[src/rtl/sfr_pkg.sv]
package sfr_pkg;
    parameter int unsigned DATA_W = 8;
    parameter int unsigned ADDR_W = 7;
    parameter int unsigned DIRA_W = 5;
    parameter int unsigned ECON_W = 5;
    parameter int unsigned FLAG_W = 5;

    localparam int unsigned NSEL = 7;
    localparam int SEL_PCL    = 0;
    localparam int SEL_STATUS = 1;
    localparam int SEL_PTR    = 2;
    localparam int SEL_OPTION = 3;
    localparam int SEL_DIRA   = 4;
    localparam int SEL_DIRB   = 5;
    localparam int SEL_ECON   = 6;

    // Full 8-bit locations; mirrored ones are decoded on the low bits only.
    localparam logic [DATA_W-1:0] SEL_LOC [NSEL] = '{
        8'h02, 8'h03, 8'h04, 8'h81, 8'h85, 8'h86, 8'h88
    };
    localparam logic [NSEL-1:0] SEL_MIRROR = 7'b0000111;

    localparam int ST_BANK = 5;
    localparam logic [DATA_W-1:0] STATUS_BUS_MASK = 8'hE7;

    typedef struct packed {
        logic [DATA_W-1:0] pcl;
        logic [DATA_W-1:0] status;
        logic [DATA_W-1:0] ptr;
        logic [DATA_W-1:0] option;
        logic [DIRA_W-1:0] dira;
        logic [DATA_W-1:0] dirb;
        logic [ECON_W-1:0] econ;
    } sfr_state_t;

    localparam sfr_state_t SFR_RESET = '{
        pcl:    '0,
        status: 8'h18,
        ptr:    '0,
        option: '1,
        dira:   '1,
        dirb:   '1,
        econ:   '0
    };
endpackage

[src/rtl/sfr_addr_resolve.sv]
module sfr_addr_resolve
    import sfr_pkg::*;
(
    input  logic [ADDR_W-1:0] addr,
    input  logic [DATA_W-1:0] ptr,
    input  logic              bank,
    output logic [DATA_W-1:0] eff_addr,
    output logic [NSEL-1:0]   sel
);
    localparam int unsigned LOW_W = DATA_W - 1;

    logic indirect;

    always_comb begin
        indirect = (addr == '0);
        eff_addr = indirect ? ptr : {bank, addr};
    end

    for (genvar g = 0; g < NSEL; g++) begin : g_sel
        if (SEL_MIRROR[g]) begin : g_mirror
            assign sel[g] = (eff_addr[LOW_W-1:0] == SEL_LOC[g][LOW_W-1:0]);
        end else begin : g_banked
            assign sel[g] = (eff_addr == SEL_LOC[g]);
        end
    end

    always_comb begin
        assert ($onehot0(sel)) else $error("AST_SEL_ONEHOT");
    end
endmodule

[src/rtl/sfr_read_mux.sv]
module sfr_read_mux
    import sfr_pkg::*;
(
    input  logic [NSEL-1:0]   sel,
    input  sfr_state_t        st,
    output logic [DATA_W-1:0] rd_data
);
    always_comb begin
        rd_data = '0;
        if (sel[SEL_PCL])    rd_data = rd_data | st.pcl;
        if (sel[SEL_STATUS]) rd_data = rd_data | st.status;
        if (sel[SEL_PTR])    rd_data = rd_data | st.ptr;
        if (sel[SEL_OPTION]) rd_data = rd_data | st.option;
        if (sel[SEL_DIRA])   rd_data = rd_data | DATA_W'(st.dira);
        if (sel[SEL_DIRB])   rd_data = rd_data | st.dirb;
        if (sel[SEL_ECON])   rd_data = rd_data | DATA_W'(st.econ);
    end

    always_comb begin
        if (sel[SEL_DIRA] || sel[SEL_ECON])
            assert (rd_data[DATA_W-1:DIRA_W] == '0) else $error("AST_UNIMP_ZERO");
        if (sel == '0)
            assert (rd_data == '0) else $error("AST_UNOWNED_ZERO");
    end
endmodule

[src/rtl/sfr_bank_file.sv]
module sfr_bank_file
    import sfr_pkg::*;
(
    input  logic              clk,
    input  logic              rst_n,
    input  logic [6:0]        addr,
    input  logic              wr_en,
    input  logic [7:0]        wr_data,
    output logic [7:0]        rd_data,
    output logic [7:0]        eff_addr,
    input  logic [4:0]        flag_en,
    input  logic [4:0]        flag_val
);
    sfr_state_t    cur_q;
    sfr_state_t    nxt_d;
    logic [NSEL-1:0] sel;

    sfr_addr_resolve u_resolve (
        .addr     (addr),
        .ptr      (cur_q.ptr),
        .bank     (cur_q.status[ST_BANK]),
        .eff_addr (eff_addr),
        .sel      (sel)
    );

    sfr_read_mux u_rmux (
        .sel     (sel),
        .st      (cur_q),
        .rd_data (rd_data)
    );

    always_comb begin
        nxt_d = cur_q;
        if (wr_en) begin
            if (sel[SEL_PCL])    nxt_d.pcl    = wr_data;
            if (sel[SEL_STATUS]) nxt_d.status = (cur_q.status & ~STATUS_BUS_MASK)
                                              | (wr_data & STATUS_BUS_MASK);
            if (sel[SEL_PTR])    nxt_d.ptr    = wr_data;
            if (sel[SEL_OPTION]) nxt_d.option = wr_data;
            if (sel[SEL_DIRA])   nxt_d.dira   = wr_data[DIRA_W-1:0];
            if (sel[SEL_DIRB])   nxt_d.dirb   = wr_data;
            if (sel[SEL_ECON])   nxt_d.econ   = wr_data[ECON_W-1:0];
        end
        for (int i = 0; i < FLAG_W; i++) begin
            if (flag_en[i]) nxt_d.status[i] = flag_val[i];
        end
    end

    always_ff @(posedge clk or negedge rst_n) begin
        if (!rst_n) cur_q <= SFR_RESET;
        else        cur_q <= nxt_d;
    end

    AST_FLAG_WINS: assert property (@(posedge clk) disable iff (!rst_n)
        (flag_en != '0) |=> (((cur_q.status[FLAG_W-1:0] ^ $past(flag_val)) & $past(flag_en)) == '0));

    AST_TOPD_BUS_LOCK: assert property (@(posedge clk) disable iff (!rst_n)
        (flag_en[4:3] == '0) |=> (cur_q.status[4:3] == $past(cur_q.status[4:3])));

    AST_UNOWNED_NO_WRITE: assert property (@(posedge clk) disable iff (!rst_n)
        (sel == '0 && flag_en == '0) |=> (cur_q == $past(cur_q)));

    AST_NULL_PTR_ZERO: assert property (@(posedge clk) disable iff (!rst_n)
        (addr == '0 && cur_q.ptr[ADDR_W-1:0] == '0) |-> (rd_data == '0));

    AST_DIRECT_BANK: assert property (@(posedge clk) disable iff (!rst_n)
        (addr != '0) |-> (eff_addr[DATA_W-1] == cur_q.status[ST_BANK]));
endmodule

[config.mk]
export PLATFORM = sky130hd
export DESIGN_NAME = sfr_bank_file
export DESIGN_NICKNAME = d
export VERILOG_FILES = /design/src/rtl/sfr_pkg.sv /design/src/rtl/sfr_addr_resolve.sv /design/src/rtl/sfr_read_mux.sv /design/src/rtl/sfr_bank_file.sv
export SDC_FILE = /design/constraint.sdc
export NUM_CORES = 1
export LEC_CHECK = 0
export BUFFER_PORTS_ARGS = -buffer_cell sky130_fd_sc_hd__buf_4
export CAP_MARGIN = 20
export CORE_UTILIZATION = 56
export CTS_CLUSTER_DIAMETER = 150
export DETAILED_ROUTE_END_ITERATION = 10
export PLACE_DENSITY = 0.79
export SYNTH_ARGS = -nofsm -noshare
export SYNTH_HDL_FRONTEND = slang
export SYNTH_SLANG_ARGS = --single-unit
[constraint.sdc]
create_clock -name clk -period 3.15 [get_ports clk]
set_input_delay 0.315 -clock clk [delete_from_list [all_inputs] [get_ports clk]]
set_output_delay 0.315 -clock clk [all_outputs]
set_load 0.02 [all_outputs]
### After elaboration in Yosys (flattened, before gate mapping)

Cells that the tools add are included.

* register bits after elaboration: 50
* bits of input ports: 28
* output and inout bits: 16
* word-level logic and storage cells: 69

* equality and inequality tests: 7
* muxes and demuxes: 20
* bitwise logic cells: 7
* reduce and logical (&&, ||, !) cells: 23

Operators by type and width (number)
* 8-bit 2-to-1 mux: 11
* 39-bit 2-to-1 mux: 1
* 8-bit == test, second input constant: 4
* 8-bit bitwise OR: 4
* 2-bit AND reduction: 12
* 2-bit nonzero test: 10
* 8-bit by 5-bit bitwise OR with 8-bit output: 2
* 5-bit 2-to-1 mux: 3
* 7-bit by 2-bit == test with 1-bit output, second input constant: 2
* 5-bit by 8-bit bitwise OR with 8-bit output: 1
* 7-bit by 3-bit == test with 1-bit output, second input constant: 1
* 7-bit zero test: 1
* 1-bit 2-to-1 mux: 5

### Depth between registers and ports, before layout

Gate-level depths: netlist of the first run.

* word-level depth: 16
* mapped depth: 7
* gate-level depth less buffers: 5

### Modules after synthesis

A second synthesis of the first run with hierarchy kept.

* cell total of the unflattened synthesis: 203
* area total of the unflattened synthesis: 2662.6 um2

Modules (own cells, without submodules)
* sfr_bank_file: instances 1, cells an instance 117, area an instance 2079.5 um2, seq. area each 1280.0 um2
* sfr_addr_resolve: instances 1, cells an instance 52, area an instance 350.3 um2, seq. area each 0.0 um2
* sfr_read_mux: instances 1, cells an instance 34, area an instance 232.7 um2, seq. area each 0.0 um2

### Least setup slack after synthesis of the first run

OpenSTA, ideal clock, no wires.

* kind: in2reg
* from: input addr[5]
* to: register cur_q[18] (netlist bit)
* setup time: 82 ps
* arrival: 2671 ps
* data required time: 3068 ps
* path slack: 396 ps
* stages: 7
* buffers on the path: 2
* path through: or4_1 -> buf_2 -> or4_4 -> a2111oi_4 -> and3_1 -> buf_6 -> mux2_4

* longest elaborated chain between the ends: 4

RTL lines
* start: declaration: RTL line sfr_bank_file.sv:6 `input logic [6:0] addr,`
* 7-bit zero test: RTL line sfr_addr_resolve.sv:15 `indirect = (addr == '0);`
* 8-bit 2-to-1 mux (*): RTL line sfr_addr_resolve.sv:16 `eff_addr = indirect ? ptr : {bank, addr};`
* 8-bit == test (*): RTL line sfr_addr_resolve.sv:23 `assign sel[g] = (eff_addr == SEL_LOC[g]);`
* 2-bit AND reduction (no source line) (*)
* end signal: assignment: RTL line sfr_bank_file.sv:51 `else cur_q <= nxt_d;`
* end: declaration: RTL line sfr_bank_file.sv:14 `sfr_state_t cur_q;`

Every way passes the cells marked *; elsewhere a longest branch is shown, timed or not.
A chain may end at the register's enable or synchronous reset.

### Final worst setup path of the first run

* from: input addr[5]
* to: output rd_data[4]

* longest elaborated chain between the ends: 16
* elaborated cells between the ends (all ways): 22
* classes of those cells: 7 x eq/ne; 8 x mux; 6 x bitwise; 1 x reduce/logical

RTL lines
* 7-bit zero test: RTL line sfr_addr_resolve.sv:15
* 8-bit 2-to-1 mux (*): RTL line sfr_addr_resolve.sv:16
* 7-bit by 2-bit == test with 1-bit output: RTL line sfr_addr_resolve.sv:21 `assign sel[g] = (eff_addr[LOW_W-1:0] == SEL_LOC[g][LOW_W-1:0]);`
* 8-bit 2-to-1 mux: RTL line sfr_read_mux.sv:10 `if (sel[SEL_PCL]) rd_data = rd_data | st.pcl;`
* 8-bit bitwise OR: RTL line sfr_read_mux.sv:11 `if (sel[SEL_STATUS]) rd_data = rd_data | st.status;`
* 8-bit 2-to-1 mux: RTL line sfr_read_mux.sv:11
* 8-bit bitwise OR: RTL line sfr_read_mux.sv:12 `if (sel[SEL_PTR]) rd_data = rd_data | st.ptr;`
* 8-bit 2-to-1 mux: RTL line sfr_read_mux.sv:12
* 8-bit bitwise OR: RTL line sfr_read_mux.sv:13 `if (sel[SEL_OPTION]) rd_data = rd_data | st.option;`
* 8-bit 2-to-1 mux: RTL line sfr_read_mux.sv:13
* 8-bit by 5-bit bitwise OR with 8-bit output: RTL line sfr_read_mux.sv:14 `if (sel[SEL_DIRA]) rd_data = rd_data | DATA_W'(st.dira);`
* 8-bit 2-to-1 mux: RTL line sfr_read_mux.sv:14
* 8-bit bitwise OR: RTL line sfr_read_mux.sv:15 `if (sel[SEL_DIRB]) rd_data = rd_data | st.dirb;`
* 8-bit 2-to-1 mux: RTL line sfr_read_mux.sv:15
* 8-bit by 5-bit bitwise OR with 8-bit output: RTL line sfr_read_mux.sv:16 `if (sel[SEL_ECON]) rd_data = rd_data | DATA_W'(st.econ);`
* 8-bit 2-to-1 mux (*): RTL line sfr_read_mux.sv:16
* end: declaration: RTL line sfr_bank_file.sv:9 `output logic [7:0] rd_data,`

Marked as above.

==> reports/results.ini, run 1 <==
[outcome]
status=complete, no violations

[power]
netSwitchingFraction_pct=22.86
clock_power_share_pct=38.6
power_density_mw_per_mm2=432.6
p_int_mw=1.098
vdd_ir_drop_max_mv=0.3000
pwr-share-seq_pct=49.4
power_switching_uw=325.6
leakage_nw=1.524
combPwrFrac_pct=11.9

[floorplanning]
fp.dieW_um=71.44
core-area_sq_mm=0.004504
die_area_sq_mm=0.005103
initial_core_util_pct=59.94
io_pins=44
die_h_um=71.44
rows=24

[timing]
period_share_pct=92.89
fmax_mhz=341.8
setup_violations=0
slew_viol_final=0
tightest_slew_ns=1.140
finClkSkew_ns=0.007029
hold_viol=0
setup_tns_ns=0
maxSlewHeadroom_pct=24.00
rsz0062_at_grt=false
period_needed_ns=2.926

[setup_path]
rr_startpoint=cur_q[33]
reg2reg_depth=5
ff2ff_setup_slack_ns=0.62
startpoint_type=primary input
arrival_ns=2.61
worstSetupPathType=in2out
cp.required_ns=2.83
worstSetupStartpoint=addr[5]
end_kind=output port
crit_path_end=rd_data[4]
r2r-end=cur_q[8]
crit_path_max_fanout=6

[placement]
numPortBuffers=43
dpl-instance-area_sq_mm=0.003149
gp_congestion=0.8864
dpl.hpwl_um=4510

[global_routing]
antenna_found_initial=0
overflow=0
grt_first_pass_wirelength_um=10970
track_usage_pct=28.72
grt_max_degree=51
first_global_vias=2095

[logic_synthesis]
synth_seq_area_share_pct=47.41
synth_most_common_cell=mux2_2
ys_ff_latch=50
synth_largest_area_cell=dfrtp_1
synthesis.area_sq_mm=0.002700
ys.flop_type=dfrtp_1
syn_inst=214
synth_area_leaders=dfrtp_1 (25%), dfstp_2 (22%), mux2_2 (19%)
synth_edf_count=0
synth.net_count=242
ys_async_sr_fraction_pct=100.0
netlist_top_cells_count=mux2_2 (45), dfrtp_1 (27), dfstp_2 (23), nand2_1 (11), mux2_4 (8)
synth_top_area_share_pct=25.02
ys_types=45
avgSynthCellArea_sq_um=12.62
yosys_warnings=0

[final_layout]
area.sequential_sq_mm=0.001280
regMostFlops=cur_q
multi_input_area_sq_mm=0.001365
area_growth_pct=21.92
diodes=0
postLayoutCellArea_sq_mm=0.003292
finalNetCount=298
drive_gt1_share_pct=55.35
largest_reg_flops=50
fillers=310
top_regs=cur_q (50)

[cts]
cts_resized=0
cts-root-buf=clkbuf_8
cts_hold_buf=0
cts_buffers=5
h-tree-depth=2
tritoncts=done
clkLatencyLatePin_ns=0.30
cts_buffer_depth=2
post-cts-setup-buffers=0
clock_sinks=50
path_clk_slew_ns=0.09

[drt]
drtIter0Drc=171
avgViaCountPerCell=6.390
post-route-drc-count=0
wl_um=6546
ant_nets=0
vias=2064
firstDrtPassIters=4
wire_per_inst_um=20.27

[hold_path]
worstHoldPathType=in2async

[flow_run]
maxCapViolCount=0

## area by class of cell
type                            count  share of cell area [%]
Sequential cell                    50                   38.88
Multi-Input combinational cell    153                   41.47
Timing Repair Buffer               57                   13.00
Clock inverter                      2                   1.824
Inverter                            3                  0.3421
Tap cell                           52                   1.976
Clock buffer                        6                   2.509
## how the worst min path moves through the flow
stage,cells after the start,startpoint,end
after floorplan,0,rst_n,cur_q[0]
after global placement,1,rst_n,cur_q[41]
after detailed placement,1,rst_n,cur_q[49]
after CTS,1,rst_n,cur_q[29]
after global routing,1,rst_n,cur_q[48]
final,1,rst_n,cur_q[49]
## through the flow
stage	cells	hold slack [ns]	power, mW	setup slack [ns]	utilization, %
2_1_floorplan	214	0.01941	0.7934	0.3964	-
3_3_place_gp	315	0.3686	0.8781	0.2312	69.92
3_5_place_dp	315	0.3670	0.8842	0.2428	69.92
4_1_cts	323	0.03575	1.433	0.2225	73.08
5_1_grt	323	0.06188	1.481	0.1531	73.08
6_report	323	0.01836	1.424	0.2241	73.08
## metal layers
| layer | vias to the layer above | routed length [um] | track usage, % |
|---|---|---|---|
| met3 | 14 | 387 | 4.923 |
| met2 | 84 | 3106 | 43.81 |
| met4 | 0 | 140 | 11.78 |
| met5 | - | 0 | 0 |
| met1 | 1037 | 2912 | 40.95 |
| li1 | 929 | - | - |
## logic make-up after synthesis
| family | count (synthesis) | synth area share, % |
|---|---|---|
| simple gates | 50 | 10.84 |
| mux | 65 | 27.90 |
| buf+inv | 11 | 2.039 |
| flops | 50 | 47.41 |
| compound gates | 38 | 11.82 |
## worst max-delay path: stages
cell and delay [ns]:
buf_4 0.12, or4_1 0.55, or4_4 0.51, a2111oi_4 0.53, buf_4 0.21, a22oi_1 0.06
o211ai_1 0.13, buf_4 0.17
## layout by cell type, fill, tap and decap left out, drive strengths merged, types with 4 or more instances in the layout
master / instances
nor2: 4
dfrtp: 27
mux2: 58
a22oi: 7
a21oi: 5
dfstp: 23
a21o: 5
buf: 57
nor3: 5
mux2i: 7
nand2: 11
clkbuf: 6
## power groups by stage
stage	Clock, mW	Sequential [mW]	Combinational [mW]
2_1_floorplan	0	0.704	0.0895
3_3_place_gp	0	0.713	0.165
3_5_place_dp	0	0.715	0.169
4_1_cts	0.559	0.704	0.170
5_1_grt	0.587	0.709	0.185
6_report	0.550	0.704	0.170
No activity file was read; power rests on OpenSTA's default activity.
==> run 2, diff against run 1 <==
==> constraint.sdc (replaced) <==
create_clock -name clk -period 3.15 [get_ports clk]
set_input_delay 0.1575 -clock clk [delete_from_list [all_inputs] [get_ports clk]]
set_output_delay 0.1575 -clock clk [all_outputs]
set_load 0.02 [all_outputs]
==> reports/results.ini, run 2 (same netlist as run 1, synthesis figures left out) <==
[outcome]
status=complete, no violations

[hold_path]
worstHoldPathType=in2reg
hold_start=flag_val[2]
hold_end=cur_q[36]
whs_path_depth=2

[floorplanning]
rows=24  ; unchanged
die_area_sq_mm=0.005103  ; unchanged
die_h_um=71.44  ; unchanged
initial_core_util_pct=59.94  ; unchanged
core-area_sq_mm=0.004504  ; unchanged
io_pins=44  ; unchanged
fp.dieW_um=71.44  ; unchanged

[drt]
wire_per_inst_um=20.39  ; +0.60%
drtIter0Drc=92  ; -46%
ant_nets=0  ; unchanged
vias=2056  ; -0.39%
wl_um=6626  ; +1.2%
post-route-drc-count=0  ; unchanged
firstDrtPassIters=4  ; unchanged
avgViaCountPerCell=6.326  ; -1.0%

[flow_run]
maxCapViolCount=0  ; unchanged

[timing]
worst_slack_ns=0.5235  ; +0.2994 ns
finClkSkew_ns=0.006673  ; -0.0003558 ns
slew_viol_final=0  ; unchanged
period_needed_ns=2.627  ; -0.2994 ns
hold_viol=0  ; unchanged
fmax_mhz=380.7  ; +11%
period_share_pct=83.38  ; -9.5 points
tightest_slew_ns=0.6247  ; -0.5153 ns
setup_tns_ns=0  ; unchanged
setup_violations=0  ; unchanged
maxSlewHeadroom_pct=58.36  ; +34 points
rsz0062_at_grt=false
whs_ns=0.08431  ; +0.06595 ns

[cts]
clock_sinks=50  ; unchanged
clkLatencyLatePin_ns=0.30  ; about the same
cts_buffers=5  ; unchanged
cts_hold_buf=1  ; +1
path_clk_slew_ns=0.09  ; about the same
h-tree-depth=2  ; unchanged
tritoncts=done
post-cts-setup-buffers=0  ; unchanged
cts-root-buf=clkbuf_8
cts_resized=0  ; unchanged
cts_buffer_depth=2  ; unchanged

[placement]
dp_slack_ns=0.3229  ; +0.08018 ns
gp_congestion=0.8596  ; -3.0%
dpl.hpwl_um=4734  ; +5.0%
numPortBuffers=43  ; unchanged

[final_layout]
diodes=0  ; unchanged
area_growth_pct=20.67
regMostFlops=cur_q
finalNetCount=300  ; +0.67%
drive_gt1_share_pct=54.95  ; -0.41 points
top_regs=cur_q (50)
mostFrequentLayoutCells=buf_4 (58), mux2_2 (45), dfrtp_1 (27)
fin_util_pct=72.33  ; -0.75 points
largest_reg_flops=50  ; unchanged
final_common_cell=buf_4

[power]
pwr-share-seq_pct=55.7  ; +6.3 points
combPwrFrac_pct=13.9  ; +2.0 points
p_int_uw=940.1  ; -14%
power_switching_uw=322.0  ; -1.1%
netSwitchingFraction_pct=25.51  ; +2.7 points
clock_power_share_pct=30.5  ; -8.1 points
leakage_nw=1.508  ; -1.0%
vdd_ir_drop_max_mv=0.3068  ; +2.3%
power_density_mw_per_mm2=387.4  ; -10%

[setup_path]
arrival_ns=2.47  ; -0.14 ns
reg2reg_depth=6  ; +1
max_stage_delay_ns=0.50  ; -0.05 ns
ff2ff_setup_slack_ns=0.59  ; -0.03 ns
end_kind=output port
r2r-end=cur_q[20]
cp_cell_sequence=nor4_1, buf_4, o21ai_0, a2111oi_4, buf_4, a22oi_1, o211ai_1, buf_4
cp.required_ns=2.99  ; +0.16 ns
crit_path_frequent_cell=buf_4
crit_path_max_fanout=6  ; unchanged
startpoint_type=flop
worstSetupPathType=reg2out
cp_slowest_cell=a2111oi_4
rr_startpoint=cur_q[29]

[global_routing]
grt_max_degree=51  ; unchanged
antenna_found_initial=0  ; unchanged
first_global_vias=2083  ; -0.57%
overflow=0  ; unchanged
track_usage_pct=28.32  ; -0.39 points
grt_first_pass_wirelength_um=10700  ; -2.5%

[run 2: cell count changes in the layout (fill, tap and decap cells not counted), sizes merged]
cell,delta
buf,+1
bufinv,-2
clkbuf,+1
clkinv,+1
dlygate4sd3,+1
[run 2: worst max-delay path by stage]
stage / from / endpoint / slack, ns / depth (start not counted)
after detailed placement: addr[5] / cur_q[18] / 0.32 / 6
final: cur_q[29] / rd_data[4] / 0.52 / 8
after floorplan: addr[5] / cur_q[18] / 0.55 / 7
after global routing: cur_q[29] / rd_data[4] / 0.37 / 8
after CTS: cur_q[28] / rd_data[3] / 0.34 / 4
after global placement: addr[5] / cur_q[18] / 0.41 / 6
[run 2: power groups by stage]
stage	Combinational (mW)	Sequential (mW)	Clock, mW
2_1_floorplan	0.0895	0.704	0
3_3_place_gp	0.169	0.712	0
3_5_place_dp	0.173	0.714	0
4_1_cts	0.175	0.702	0.391
5_1_grt	0.188	0.707	0.417
6_report	0.175	0.703	0.385
[run 2: cell type report]
class / instances / area (sq um)
Clock buffer: 7 / 86.33
Clock inverter: 1 / 5.005
Fill cell: 344 / 1246
Inverter: 3 / 11.26
Multi-Input combinational cell: 153 / 1365
Sequential cell: 50 / 1280
Tap cell: 52 / 65.06
Timing Repair Buffer: 59 / 445.4
[run 2: critical path, delay by kind of cell, from the launching register on]
family / cells / cell delay [ns]
compound gates: 4 / 0.82
simple gates: 1 / 0.31
buf+inv: 3 / 0.59
flops: 1 / 0.45
[run 2: stage by stage]
stage	cell area, sq um	cells	total power, mW
floorplan	2700	214	0.7934
global placement	3149	315	0.8813
detailed placement	3149	315	0.8868
CTS	3251	324	1.268
global route	3258	325	1.312
finish	3258	325	1.262
[run 2: routing by layer]
layer / global-route usage [%] / share of wire, % / vias to the layer above
li1: - / - / 930
met1: 36.80 / 43 / 1038
met2: 48.04 / 49 / 77
met3: 3.938 / 6.3 / 11
met4: 11.56 / 2.0 / 0
met5: 0 / 0 / -
==> run 3, diff against run 2 <==
Settings changed: CORE_UTILIZATION 56 to 51, PLACE_DENSITY 0.79 to 0.76.
Clock period 3.15 ns to 2.1 ns, I/O delays scaled along.
==> reports/results.ini, run 3 (same netlist as run 1, synthesis figures left out) <==
[floorplanning]
rows=26  ; +8.3%
die_area_sq_mm=0.005589  ; +9.5%
fp.dieW_um=74.76  ; +4.7%
die_h_um=74.76  ; +4.7%
core-area_sq_mm=0.005107  ; +13%
io_pins=44  ; unchanged
initial_core_util_pct=52.87  ; -7.1 points

[timing]
maxSlewHeadroom_pct=56.31  ; -2.0 points
rsz0062_at_grt=true
slew_viol_final=0  ; unchanged
worst_slack_ns=-0.3384  ; -0.8619 ns
tightest_slew_ns=0.6554  ; +0.03075 ns
period_share_pct=116.1
setup_violations=27  ; +27
period_needed_ns=2.438
finClkSkew_ns=0.007291  ; +0.0006179 ns
fmax_mhz=410.1
hold_viol=0  ; unchanged

[flow_run]
maxCapViolCount=0  ; unchanged

[drt]
top_layer=met4
wl_um=6978  ; +5.3%
post-route-drc-count=0  ; unchanged
dr_wl_met3_um=296  ; -29%
wire_per_inst_um=18.36  ; -9.9%
vias=2179  ; +6.0%
wl_met2_um=3434  ; +6.0%
firstDrtPassIters=4  ; unchanged
drtIter0Drc=132  ; +43%
ant_nets=0  ; unchanged
avgViaCountPerCell=5.734  ; -9.4%
wl_met1_um=3049  ; +7.6%

[power]
pwr-share-seq_pct=50.6  ; -5.1 points
leakage_nw=1.753  ; +16%
clock_power_share_pct=32.8  ; +2.3 points
p_int_mw=1.550  ; +65%
power_density_mw_per_mm2=547.4  ; +41%
combPwrFrac_pct=16.6  ; +2.7 points
netSwitchingFraction_pct=25.28  ; -0.23 points
vdd_ir_drop_max_mv=0.4500  ; +47%
power_switching_uw=524.5  ; +63%
total_power_mw=2.075  ; +64%

[final_layout]
largest_reg_flops=50  ; unchanged
final_common_cell=buf_4
area_growth_pct=40.36
top_regs=cur_q (50)
mostFrequentLayoutCells=buf_4 (87), mux2_2 (44), dfrtp_1 (25)
fin_util_pct=74.20  ; +1.9 points
drive_gt1_share_pct=71.29  ; +16 points
finalNetCount=337  ; +12%
fillers=352  ; +2.3%
diodes=0  ; unchanged
regMostFlops=cur_q

[setup_path]
end_kind=output port
worstSetupPathType=reg2out
crit_path_max_fanout=4  ; -2
startpoint_type=flop
arrival_ns=2.33  ; -0.14 ns
cp.required_ns=2.00  ; -0.99 ns

[cts]
h-tree-depth=2  ; unchanged
cts_buffer_depth=2  ; unchanged
cts_buffers=5  ; unchanged
tritoncts=done
clock_sinks=50  ; unchanged
path_clk_slew_ns=0.10  ; about the same
cts-root-buf=clkbuf_8
clkLatencyLatePin_ns=0.30  ; about the same

[global_routing]
antenna_found_initial=0  ; unchanged
track_usage_pct=27.32  ; -1.0 points
grt_max_degree=51  ; unchanged
overflow=0  ; unchanged
first_global_vias=2241  ; +7.6%
grt_first_pass_wirelength_um=11120  ; +3.9%

[placement]
dpl.hpwl_um=4955  ; +4.7%
gp_congestion=0.8358  ; -2.8%
numPortBuffers=43  ; unchanged

[hold_path]
worstHoldPathType=in2reg

[outcome]
violations=setup timing
status=complete, but fails checks

[run 3: cell types whose count changed in the layout (fill, tap and decap cells not counted), sizes merged]
cell / change
buf: +37
bufinv: +1
clkbuf: -1
clkinv: -1
clkinvlp: +1
[run 3: stage by stage]
| step | TNS, ns | hold slack (ns) | instance area (sq um) | setup slack (ns) | cells |
|---|---|---|---|---|---|
| after CTS | -5.564 | 0.02215 | 3746 | -0.3341 | 380 |
| final | -5.279 | 0.02683 | 3790 | -0.3384 | 380 |
| after global routing | -7.117 | 0.02680 | 3790 | -0.3961 | 380 |
| after global placement | -7.698 | 0.1559 | 3516 | -0.4175 | 368 |
| after detailed placement | -9.240 | 0.1575 | 3516 | -0.4778 | 368 |
| after floorplan | -6.069 | -0.1906 | 2791 | -0.3823 | 214 |
[run 3: layout make-up]
| class | count | area [sq um] | share of cell area (%) |
|---|---|---|---|
| tap | 70 | 87.58 | 2.311 |
| inverter | 3 | 11.26 | 0.2971 |
| clock inverter | 2 | 37.54 | 0.9904 |
| sequential | 50 | 1282 | 33.84 |
| multi-input combinational | 153 | 1545 | 40.77 |
| timing repair buffer | 96 | 753.2 | 19.87 |
| clock buffer | 6 | 72.57 | 1.915 |
[run 3: path summary, 6_finish.rpt]
check / cells after the start / endpoint / slack [ns] / start
setup / recovery: 7 / rd_data[4] / -0.34 / cur_q[33]
setup reg to reg: 7 / cur_q[19] / -0.26 / cur_q[33]
hold / removal: 2 / cur_q[37] / 0.03 / flag_val[3]
max in group asynchronous: 2 / cur_q[32] / 1.30 / rst_n
hold reg to reg: 1 / cur_q[41] / 0.51 / cur_q[41]
min in group asynchronous: 2 / cur_q[3] / 0.36 / rst_n
[run 3: layer usage]
metal / vias to the layer above / GRT usage, %
li1: 1002 / -
met1: 1081 / 36.00
met2: 79 / 45.35
met3: 17 / 3.882
met4: 0 / 11.53
met5: - / 0
[run 3: worst max-delay path, stage by stage (launching register included)]
cell       delay [ns]
dfrtp_1          0.44
inv_1            0.07
or4_4            0.50
a2111oi_4        0.45
buf_4            0.22
a22oi_2          0.07
o211ai_1         0.10
buf_4            0.17
[run 3: power groups by stage]
| stage | sequential, mW | combinational (mW) | clock [mW] |
|---|---|---|---|
| 4_1_cts | 1.05 | 0.335 | 0.681 |
| 5_1_grt | 1.05 | 0.374 | 0.719 |
| 2_1_floorplan | 1.06 | 0.147 | 0 |
| 6_report | 1.05 | 0.345 | 0.679 |
| 3_5_place_dp | 1.07 | 0.320 | 0 |
| 3_3_place_gp | 1.06 | 0.316 | 0 |
[run 3: timing repair]
item,in CTS,in global routing
pin swaps,8,5
hold buffers,1,0
buffers inserted,4,2
resized for setup,19,12
endpoints found under the setup margin,37,52
hold endpoints to repair,27,0
